==> src/rtl/mbox_irq_pkg.sv <==
package mbox_irq_pkg;
  // strobes from the decoder to the flag registers
  typedef struct packed {
    logic setLeft;
    logic clrLeft;
    logic setRight;
    logic clrRight;
  } flagStrobes_t;
endpackage

==> src/rtl/mbox_decode.sv <==
module mbox_decode
  import mbox_irq_pkg::*;
#(
  parameter int ADDR_W = 14
) (
  input  logic              lValid,
  input  logic              lWrite,
  input  logic [ADDR_W-1:0] lAddr,
  input  logic              lBusy,
  input  logic              rValid,
  input  logic              rWrite,
  input  logic [ADDR_W-1:0] rAddr,
  input  logic              rBusy,
  output flagStrobes_t      strobes
);
  localparam logic [ADDR_W-1:0] RIGHT_BOX = '1;
  localparam logic [ADDR_W-1:0] LEFT_BOX  = RIGHT_BOX - 1'b1;

  logic lGo, rGo;

  // an access counts only when valid and not blocked by arbitration
  assign lGo = lValid & ~lBusy;
  assign rGo = rValid & ~rBusy;

  always_comb begin
    strobes.setRight = lGo &  lWrite & (lAddr == RIGHT_BOX);
    strobes.clrRight = rGo & ~rWrite & (rAddr == RIGHT_BOX);
    strobes.setLeft  = rGo &  rWrite & (rAddr == LEFT_BOX);
    strobes.clrLeft  = lGo & ~lWrite & (lAddr == LEFT_BOX);
  end
endmodule

==> src/rtl/mbox_flags.sv <==
module mbox_flags
  import mbox_irq_pkg::*;
(
  input  logic         clk,
  input  logic         rst_n,
  input  flagStrobes_t strobes,
  output logic         lIntN,
  output logic         rIntN
);
  logic leftPend, rightPend;

  // set has priority over clear
  always_ff @(posedge clk) begin
    if (!rst_n) begin
      leftPend  <= 1'b0;
      rightPend <= 1'b0;
    end else begin
      if (strobes.setLeft)       leftPend <= 1'b1;
      else if (strobes.clrLeft)  leftPend <= 1'b0;
      if (strobes.setRight)      rightPend <= 1'b1;
      else if (strobes.clrRight) rightPend <= 1'b0;
    end
  end

  assign lIntN = ~leftPend;
  assign rIntN = ~rightPend;
endmodule

==> src/rtl/mbox_irq_ctrl.sv <==
module mbox_irq_ctrl
  import mbox_irq_pkg::*;
#(
  parameter int ADDR_W = 14
) (
  input  logic              clk,
  input  logic              rst_n,
  input  logic              lValid,
  input  logic              lWrite,
  input  logic [ADDR_W-1:0] lAddr,
  input  logic              lBusy,
  input  logic              rValid,
  input  logic              rWrite,
  input  logic [ADDR_W-1:0] rAddr,
  input  logic              rBusy,
  output logic              lIntN,
  output logic              rIntN
);
  flagStrobes_t strobes;

  mbox_decode #(.ADDR_W(ADDR_W)) uDecode (
    .lValid(lValid), .lWrite(lWrite), .lAddr(lAddr), .lBusy(lBusy),
    .rValid(rValid), .rWrite(rWrite), .rAddr(rAddr), .rBusy(rBusy),
    .strobes(strobes)
  );

  mbox_flags uFlags (
    .clk(clk), .rst_n(rst_n), .strobes(strobes),
    .lIntN(lIntN), .rIntN(rIntN)
  );
endmodule

==> config.mk <==
export PLATFORM = sky130hd
export DESIGN_NAME = mbox_irq_ctrl
export DESIGN_NICKNAME = d
export VERILOG_FILES = /design/src/rtl/mbox_irq_pkg.sv /design/src/rtl/mbox_decode.sv /design/src/rtl/mbox_flags.sv /design/src/rtl/mbox_irq_ctrl.sv
export SDC_FILE = /design/constraint.sdc
export NUM_CORES = 1
export LEC_CHECK = 0
export BUFFER_PORTS_ARGS = -buffer_cell sky130_fd_sc_hd__buf_2
export CORE_AREA = 4 4 41 43
export CTS_BUF_LIST = sky130_fd_sc_hd__clkbuf_4 sky130_fd_sc_hd__clkbuf_8
export DETAILED_ROUTE_END_ITERATION = 8
export DIE_AREA = 0 0 45 47
export PLACE_DENSITY = 0.63
export SLEW_MARGIN = 20
export SYNTH_ARGS = -nofsm -noshare
export SYNTH_HDL_FRONTEND = slang
export SYNTH_HIERARCHICAL = 1
export SYNTH_SLANG_ARGS = --single-unit
==> constraint.sdc <==
create_clock -name clk -period 1.3 [get_ports clk]
set_clock_uncertainty 0.2 [all_clocks]
set_input_delay 0.13 -clock clk [delete_from_list [all_inputs] [get_ports clk]]
set_output_delay 0.13 -clock clk [all_outputs]
set_load 0.005 [all_outputs]
==> results of run 1 <==
## layout make-up
cell class                 instances  area (µm²)  area share (%)
timing repair buffer              38       195.2           46.43
inverter                           2       7.507           1.786
tap                               15       18.77           4.464
multi-input combinational         18       136.4           32.44
sequential                         2       40.04           9.524
clock buffer                       3       22.52           5.357
## cell usage after synthesis
library cell / count / area (µm²)
o21a_1: 2 / 15.01
dfxtp_1: 2 / 40.04
nor2b_1: 2 / 12.51
nand4_1: 4 / 25.02
nor4_1: 2 / 12.51
and3b_1: 2 / 17.52
inv_1: 2 / 7.510
and3_2: 1 / 7.510
nor3b_2: 1 / 12.51
nand3_1: 2 / 10.01
nand4b_1: 2 / 17.52
## worst reg2reg max path, cell delays in order, from the launching register on
cell	delay (ns)
dfxtp_1	0.30
nor2b_1	0.12
o21a_1	0.16
## cells by family (layout without fill, tap and decap cells)
group                  count (synthesis)  in the layout  share of synthesized area, %
AND/OR/NAND/NOR                       16             16                         64.79
AO/OA/AOI/OAI                          2              2                         8.448
flip-flops                             2              2                         22.54
buffers and inverters                  2             43                         4.227
## power by group
part	switching (mW)	total (mW)	leakage (nW)	internal, mW
Combinational	0.0182	0.0609	0.189	0.0427
Sequential	0.000000388	0.0619	0.0161	0.0619
Clock	0.0357	0.138	0.0138	0.102
## repair_timing
action	4_1_cts	5_1_grt
gates resized for setup	0	1
hold buffers	1	0
endpoints found under the hold margin	2	0
endpoints found under the setup margin	0	1
## routing by layer
metal | vias to the layer above | share of wire [%]
li1 | 171 | -
met1 | 135 | 31
met2 | 22 | 53
met3 | 0 | 16
met4 | 0 | 0
met5 | - | 0
## flip-flops by register name, summed over array words and instances (netlist names)
register and count:
uFlags/leftPend 1, uFlags/rightPend 1
## stage by stage
| step | TNS, ns | utilization (%) | hold slack (ns) | instances |
|---|---|---|---|---|
| final | 0 | 32.31 | 0.07421 | 78 |
| after floorplan | 0 | - | 0.04751 | 22 |
| after global placement | -0.2450 | 29.33 | 0.1492 | 74 |
| after global routing | 0 | 32.31 | 0.08468 | 78 |
| after detailed placement | -0.3146 | 29.33 | 0.1592 | 74 |
| after CTS | 0 | 31.83 | 0.06791 | 78 |
## worst paths after layout
| check | from | endpoint | slack [ns] | depth (start not counted) |
|---|---|---|---|---|
| hold reg to reg | uFlags/leftPend$_SDFFE_PN0P_ | uFlags/leftPend$_SDFFE_PN0P_ | 0.38 | 2 |
| setup / recovery | lBusy | uFlags/leftPend$_SDFFE_PN0P_ | 0.07 | 6 |
| hold / removal | rWrite | uFlags/leftPend$_SDFFE_PN0P_ | 0.07 | 3 |
| setup reg to reg | uFlags/rightPend$_SDFFE_PN0P_ | uFlags/rightPend$_SDFFE_PN0P_ | 0.41 | 2 |
==> results.toml, run 1 <==
[run_status]
status = "finished clean"

[drt]
drt-pass1-iter-count = 2
wirelength_um = 760
drt_iter0_markers = 1
drt-wirelength-per-cell_um = 9.744
vias = 328
antenna_left = 0
viasPerCell = 4.205
drc = 0

[cts]
post_cts_buffers = 0
cts_tree = "built"
clkTransAtPathRegs_ns = 0.03
htree_levels = 1
cts_buffers = 3
cts_buffer_depth = 2
cts_sinks = 2
clk_latency_ns = 0.22
root_buffer = "clkbuf_4"

[cells_and_area]
area_growth_pct = 136.6
drive_above_1_share_pct = 68.25
final_cell_area_um2 = 420.4
antennaDiodeCount = 0
final_cell_mix = "buf_2, nand4_1, clkbuf_4"
final_nets = 101
layout_commonest_cell = "buf_2"
n_fill_cell = 147

[global_route]
antenna_found_initial = 0
grt_use_met3_pct = 1.533
grt_pass1_wl_um = 1014
grt_start_max_net_pins = 3
met1_usage_pct = 6.109
grtUsageMet2_pct = 12.43
busiest_layer = "met2"
track_usage_pct = 6.861
grt_pass1_vias = 324
grt.overflow.total = 0

[timing]
finalCritPeriodShare_pct = 94.26
max_slew_margin_pct = 81.09
setup_viol = 0
fmax_ghz = 0.8161
final.setup.worst_slack_ns = 0.07463
rsz0062_at_grt = "no"
slew_violations = 0
worstMarginPinSlew_ns = 0.2810
period_minus_slack_ns = 1.225
hold_viol = 0

[synth]
syn_avg_cell_area_um2 = 8.076
netlist_area_um2 = 177.7
yosys_warnings = 6
syn-num-nets = 58
synth-seq-cells = 2
ys_seq_area_share_pct = 22.54
synth_cells = 22
yosysUniqueCellTypes = 11

[setup_path]
critical_path_arrival_ns = 1.14
cp_top_family = "simple AND/OR/NAND/NOR gates"
max_stage_delay_ns = 0.33
cp-end-kind = "flop"
crit_type = "input port to flop"
crit_required_ns = 1.21
slowest_stage = "nor4_1"
critPathBufInv = 1
path_max_fanout = 2
path_cells = "buf_2 -> nand4b_1 -> nor4_1 -> nor3b_2 -> nor2b_1 -> o21a_1"
cp-start-kind = "input port"

[die]
io_pins = 38
fp.dieW_um = 45
initial_utilization_pct = 13.65
die-area_um2 = 2115
rows = 13
die_y_um = 47
core_area_um2 = 1301

[pwr]
total_leakage_power_nw = 0.2186
p_per_area_nw_per_um2 = 619.1
vdd_ir_drop_max_v = 0.0003478
power_mw = 0.2603

[placement]
gp_congestion = 0.6300
place_area_um2 = 381.6
io_buffers = 37
place_hpwl_um = 682.7
dp_slack_ns = -0.1847

[min_path]
hp-class = "input port to flop"

[job]
max-cap-violations = 0
Power figures use the tool's default switching activity.
==> run 2, diff against run 1 <==
--- a/config.mk
+++ b/config.mk
@@ -5,12 +5,13 @@
 export SDC_FILE = /design/constraint.sdc
 export NUM_CORES = 1
 export LEC_CHECK = 0
+export ABC_AREA = 1
 export BUFFER_PORTS_ARGS = -buffer_cell sky130_fd_sc_hd__buf_2
 export CORE_AREA = 4 4 41 43
 export CTS_BUF_LIST = sky130_fd_sc_hd__clkbuf_4 sky130_fd_sc_hd__clkbuf_8
 export DETAILED_ROUTE_END_ITERATION = 8
 export DIE_AREA = 0 0 45 47
-export PLACE_DENSITY = 0.63
+export PLACE_DENSITY = 0.69
 export SLEW_MARGIN = 20
 export SYNTH_ARGS = -nofsm -noshare
 export SYNTH_HDL_FRONTEND = slang
==> run 2 against run 1 <==
Against the previous run:
- sequential share of layout area is 1.3 points lower
- register-to-register slack better by 0.13 ns
- final cell count is 40% higher
- core utilization is 4.9 points higher
- via count is 23% higher
- non-clock buffer count stayed put
- die area stayed put
- global-route usage is 0.71 points higher
- sequential power hardly changed
- combinational power is 23% higher
- clock-buffer cell count stayed put
- critical path type is now flop to output port
==> results.toml, run 2 <==
[drt]
drt-pass1-iter-count = 1
drc = 0
antenna_left = 0
vias = 405
drt_iter0_markers = 0
wirelength_um = 782
viasPerCell = 3.716
drt-wirelength-per-cell_um = 7.174

[cts]
cts_sinks = 2
root_buffer = "clkbuf_4"
post_cts_buffers = 0
cts_buffers = 3
cts_tree = "built"
htree_levels = 1
clkTransAtPathRegs_ns = 0.03
clk_latency_ns = 0.22
cts_buffer_depth = 2

[cells_and_area]
final_nets = 132
reg.largest.list = "uFlags/leftPend (1), uFlags/rightPend (1)"
drive_above_1_share_pct = 43.62
final_cell_mix = "buf_2, nand2_1, nor2_1"
multi_input_area_um2 = 162.7
layout_commonest_cell = "buf_2"
seq_area_um2 = 40.04
antennaDiodeCount = 0
n_fill_cell = 157
area_growth_pct = 95.45

[die]
fp.dieW_um = 45
die_y_um = 47
die-area_um2 = 2115
core_area_um2 = 1301
initial_utilization_pct = 19.04
io_pins = 38
rows = 13

[min_path]
hp-class = "input port to flop"

[synth]
ys_seq_area_share_pct = 16.16
syn-num-nets = 89
synth_edf_count = 0
ys.flop_type = "dfxtp_1"
synth_cells = 53
synthTopCellsByArea = "nand2_1, nor2_1, inv_1"
yosysUniqueCellTypes = 7
synth-seq-cells = 2
netlist_area_um2 = 247.7
ys_async_sr_fraction_pct = 0
synth_top_area_share_pct = 25.76
syn_avg_cell_area_um2 = 4.674
synth_common_cells = "nand2_1, nor2_1, inv_1"
synth_largest_area_cell = "nand2_1"
synth_most_common_cell = "nand2_1"
yosys_warnings = 6

[pwr]
vdd_ir_drop_max_v = 0.0002571
p_per_area_nw_per_um2 = 556.1
total_leakage_power_nw = 0.2641

[setup_path]
slowest_stage = "dfxtp_1"
critical_path_arrival_ns = 0.70
path_cells = "inv_1 -> buf_2"
crit_type = "flop to output port"
crit_required_ns = 0.97
cp-start-kind = "flop"
cp-end-kind = "output port"
path_max_fanout = 2
max_stage_delay_ns = 0.32

[placement]
gp_congestion = 0.6161
io_buffers = 37
place_hpwl_um = 715

[timing]
max_slew_margin_pct = 90.90
hold_viol = 0
rsz0062_at_grt = "no"
worstMarginPinSlew_ns = 0.1359
period_minus_slack_ns = 1.027
finalCritPeriodShare_pct = 78.98
fmax_ghz = 0.9739
setup_viol = 0
whs_ns = 0.08936
finalSetupTns_ns = 0
slew_violations = 0

[job]
max-cap-violations = 0

[global_route]
track_usage_pct = 7.571
grt_pass1_wl_um = 1138
grt_start_max_net_pins = 3
antenna_found_initial = 0
grt.overflow.total = 0
grt_pass1_vias = 326

[run_status]
status = "finished clean"
## run 2: critical path, delay by kind of cell (launching register included)
family,cells,cell delay (ns)
buffers and inverters,2,0.16
flip-flops,1,0.32
## run 2: final cells by class
cell class	instances	area share, %
Clock buffer	3	4.651
Inverter	12	9.302
Multi-Input combinational cell	39	33.59
Sequential cell	2	8.269
Tap cell	15	3.876
Timing Repair Buffer	38	40.31
## run 2: path summary, 6_finish.rpt
| kind | start | end | slack, ns | depth (start not counted) |
|---|---|---|---|---|
| max | uFlags/leftPend$_SDFFE_PN0P_ | lIntN | 0.27 | 2 |
| min | rAddr[8] | uFlags/leftPend$_SDFFE_PN0P_ | 0.09 | 5 |
| max reg2reg | uFlags/leftPend$_SDFFE_PN0P_ | uFlags/leftPend$_SDFFE_PN0P_ | 0.54 | 2 |
| min reg2reg | uFlags/rightPend$_SDFFE_PN0P_ | uFlags/rightPend$_SDFFE_PN0P_ | 0.26 | 2 |
## run 2: per-layer routing
layer / vias to the layer above / wire (µm) / track usage (%) / part of all wire (%)
li1: 238 / - / - / -
met1: 144 / 305 / 8.145 / 39
met2: 23 / 345 / 11.86 / 44
met3: 0 / 131 / 3.448 / 17
met4: 0 / 0 / 5.263 / 0
met5: - / 0 / 0 / 0
## run 2: cell families (layout without fill, tap and decap cells)
logic type / after synthesis / in the layout / synth area share [%]
AND/OR/NAND/NOR: 37 / 37 / 61.62
buffers and inverters: 12 / 53 / 18.18
AO/OA/AOI/OAI: 2 / 2 / 4.041
flip-flops: 2 / 2 / 16.16
## run 2: what timing repair did
action | 4_1_cts | 5_1_grt
endpoints found under the hold margin | 2 | 0
resized for setup | 0 | 0
hold buffers | 1 | 0
## run 2: stage by stage
stage               instances  utilization (%)  area [µm²]  setup WS (ns)  power [mW]
global route              109            37.21       484.2         0.2143      0.3014
CTS                       109            37.21       484.2         0.2590      0.2788
detailed placement        105            34.71       451.7         0.2304      0.1359
global placement          105            34.71       451.7         0.2551      0.1338
finish                    109            37.21       484.2         0.2732      0.2693
floorplan                  53                -       247.7         0.4023     0.08265
## run 2: power by group
group | leakage [nW] | total [mW] | switching, mW | internal (mW)
Clock | 0.0138 | 0.133 | 0.0311 | 0.101
Sequential | 0.0161 | 0.0619 | 0.000000501 | 0.0619
Combinational | 0.234 | 0.0749 | 0.0275 | 0.0474
Total | 0.264 | 0.269 | 0.0585 | 0.211
==> run 3, diff against run 2 <==
--- a/config.mk
+++ b/config.mk
@@ -5,13 +5,13 @@
 export SDC_FILE = /design/constraint.sdc
 export NUM_CORES = 1
 export LEC_CHECK = 0
-export ABC_AREA = 1
+export ABC_AREA = 0
 export BUFFER_PORTS_ARGS = -buffer_cell sky130_fd_sc_hd__buf_2
 export CORE_AREA = 4 4 41 43
 export CTS_BUF_LIST = sky130_fd_sc_hd__clkbuf_4 sky130_fd_sc_hd__clkbuf_8
 export DETAILED_ROUTE_END_ITERATION = 8
 export DIE_AREA = 0 0 45 47
-export PLACE_DENSITY = 0.69
+export PLACE_DENSITY = 0.63
 export SLEW_MARGIN = 20
 export SYNTH_ARGS = -nofsm -noshare
 export SYNTH_HDL_FRONTEND = slang
==> constraint.sdc (replaced) <==
create_clock -name clk -period 0.9 [get_ports clk]
set_clock_uncertainty 0.2 [all_clocks]
set_input_delay 0.09 -clock clk [delete_from_list [all_inputs] [get_ports clk]]
set_output_delay 0.09 -clock clk [all_outputs]
set_load 0.005 [all_outputs]
==> run 3 against run 2 <==
Against the previous run:
- the flow now finishes with violations (hold timing, setup timing)
- final cell count decreased by 29%
- clock power increased by 45%
- non-clock buffer count decreased by 1
- critical path depth increased by 4
- total power increased by 44%
- final area decreased by 3.9%
- worst setup slack got worse by 0.42 ns
- highest routed layer unchanged
- critical path type is now input port to flop
- combinational power increased by 40%
- critical endpoint is now uFlags/leftPend$_SDFFE_PN0P_
- hold slack got worse by 0.21 ns
==> results.toml, run 3 (synthesis gave the netlist of run 1 again) <==
[die]
fp.dieW_um = 45
initial_utilization_pct = 13.65
rows = 13
core_area_um2 = 1301
io_pins = 38
die-area_um2 = 2115
die_y_um = 47

[cells_and_area]
reg.largest.list = "uFlags/leftPend (1), uFlags/rightPend (1)"
layout_commonest_cell = "buf_2"
n_fill_cell = 149
drive_above_1_share_pct = 75.81
antennaDiodeCount = 0
final_cell_mix = "buf_2, buf_6, nand4_1"
final_nets = 100
area_growth_pct = 162.0
final_cell_area_um2 = 465.4

[placement]
gp_congestion = 0.6472
dp_slack_ns = -0.4635
place_hpwl_um = 663.2
place_area_um2 = 381.6
io_buffers = 37

[setup_path]
slowest_stage = "nor4_2"
critical_path_arrival_ns = 0.96
crit_required_ns = 0.81
cp-start-kind = "input port"
cp-end-kind = "flop"
crit_type = "input port to flop"
path_cells = "buf_2 -> nand4_1 -> nor4_2 -> nor3b_2 -> nor2b_1 -> o21a_1"
path_max_fanout = 2
max_stage_delay_ns = 0.28

[cts]
cts_buffers = 3
post_cts_buffers = 0
cts_tree = "built"
cts_sinks = 2
clkTransAtPathRegs_ns = 0.03
root_buffer = "clkbuf_4"
htree_levels = 1
cts_buffer_depth = 2
clk_latency_ns = 0.22

[drt]
vias = 337
drt-pass1-iter-count = 1
antenna_left = 0
drt_iter0_markers = 0
drt-wirelength-per-cell_um = 10.09
wirelength_um = 777
viasPerCell = 4.377
drc = 0

[timing]
finalCritPeriodShare_pct = 116.5
whs_ns = -0.1169
worstMarginPinSlew_ns = 0.2281
slew_violations = 0
final.setup.worst_slack_ns = -0.1484
rsz0062_at_grt = "yes"
max_slew_margin_pct = 84.66
fmax_ghz = 0.9538
setup_viol = 4
period_minus_slack_ns = 1.048
hold_viol = 2

[global_route]
grt_pass1_vias = 303
grt_pass1_wl_um = 1007
track_usage_pct = 6.625
antenna_found_initial = 0
grt.overflow.total = 0
grt_start_max_net_pins = 3

[min_path]
hp-class = "input port to flop"

[run_status]
status = "finished, violations left"
violations = "hold timing, setup timing"

[pwr]
p_per_area_nw_per_um2 = 831.6
total_leakage_power_nw = 0.2298
vdd_ir_drop_max_v = 0.0003501

[job]
max-cap-violations = 0
[run 3: cell types whose count changed in the layout (fill, tap and decap cells not counted), sizes merged, moves of 2 or more]
cell,before,now
nor2,13,0
o21a,0,2
nand2,17,0
inv,12,2
a21oi,2,0
nand4b,0,2
nand4,0,4
nor2b,0,2
nand3,6,2
and3b,0,2
nor4,0,2
[run 3: path summary, 6_finish.rpt]
| path | endpoint | slack (ns) | depth (start not counted) | startpoint |
|---|---|---|---|---|
| setup reg to reg | uFlags/rightPend$_SDFFE_PN0P_ | 0.02 | 2 | uFlags/rightPend$_SDFFE_PN0P_ |
| hold / removal | uFlags/leftPend$_SDFFE_PN0P_ | -0.12 | 2 | rst_n |
| setup / recovery | uFlags/leftPend$_SDFFE_PN0P_ | -0.15 | 6 | lAddr[12] |
| hold reg to reg | uFlags/rightPend$_SDFFE_PN0P_ | 0.37 | 2 | uFlags/rightPend$_SDFFE_PN0P_ |
[run 3: layout make-up]
cell class              count  area (µm²)  share of cell area, %
flip-flops and latches      2       41.29                  8.871
multi-input cells          18       152.6                  32.80
clock buffers               3       22.52                  4.839
well taps                  15       18.77                  4.032
inverters                   2       7.507                  1.613
repair buffers             37       222.7                  47.85
[run 3: report_power, final]
group          internal [mW]  total [mW]  switching (mW)
Sequential            0.0894      0.0894     0.000000510
Clock                  0.147       0.193          0.0464
Combinational         0.0756       0.105          0.0291
Total                  0.312       0.387          0.0754
[run 3: layer usage]
layer	track usage [%]	vias to the layer above	routed length (µm)
li1	-	169	-
met1	5.204	146	219
met2	12.99	22	410
met3	2.299	0	147
met4	5.263	0	0
met5	0	-	0
[run 3: through the flow]
| stage | hold slack (ns) | instances | setup TNS (ns) | total power [mW] | util (%) |
|---|---|---|---|---|---|
| 2_1_floorplan | 0.007513 | 22 | -0.4426 | 0.09934 | - |
| 3_3_place_gp | 0.1111 | 74 | -0.8041 | 0.1725 | 29.33 |
| 3_5_place_dp | 0.1110 | 74 | -0.8383 | 0.1744 | 29.33 |
| 4_1_cts | -0.1256 | 77 | -0.4536 | 0.3854 | 32.50 |
| 5_1_grt | -0.1115 | 77 | -0.5595 | 0.4099 | 35.77 |
| 6_report | -0.1169 | 77 | -0.3671 | 0.3870 | 35.77 |
[run 3: worst max-delay path: cells and delay by family]
| family | cells | cell delay (ns) |
|---|---|---|
| AOI/OAI and AO/OA | 1 | 0.15 |
| buffers and inverters | 1 | 0.08 |
| and+or+nand+nor | 4 | 0.64 |
[run 3: timing repair]
action / CTS / global route
gates resized for setup: 4 / 7
endpoints found under the hold margin: 2 / 2
endpoints found under the setup margin: 4 / 4
gates cloned: 0 / 0
pin swaps: 0 / 1
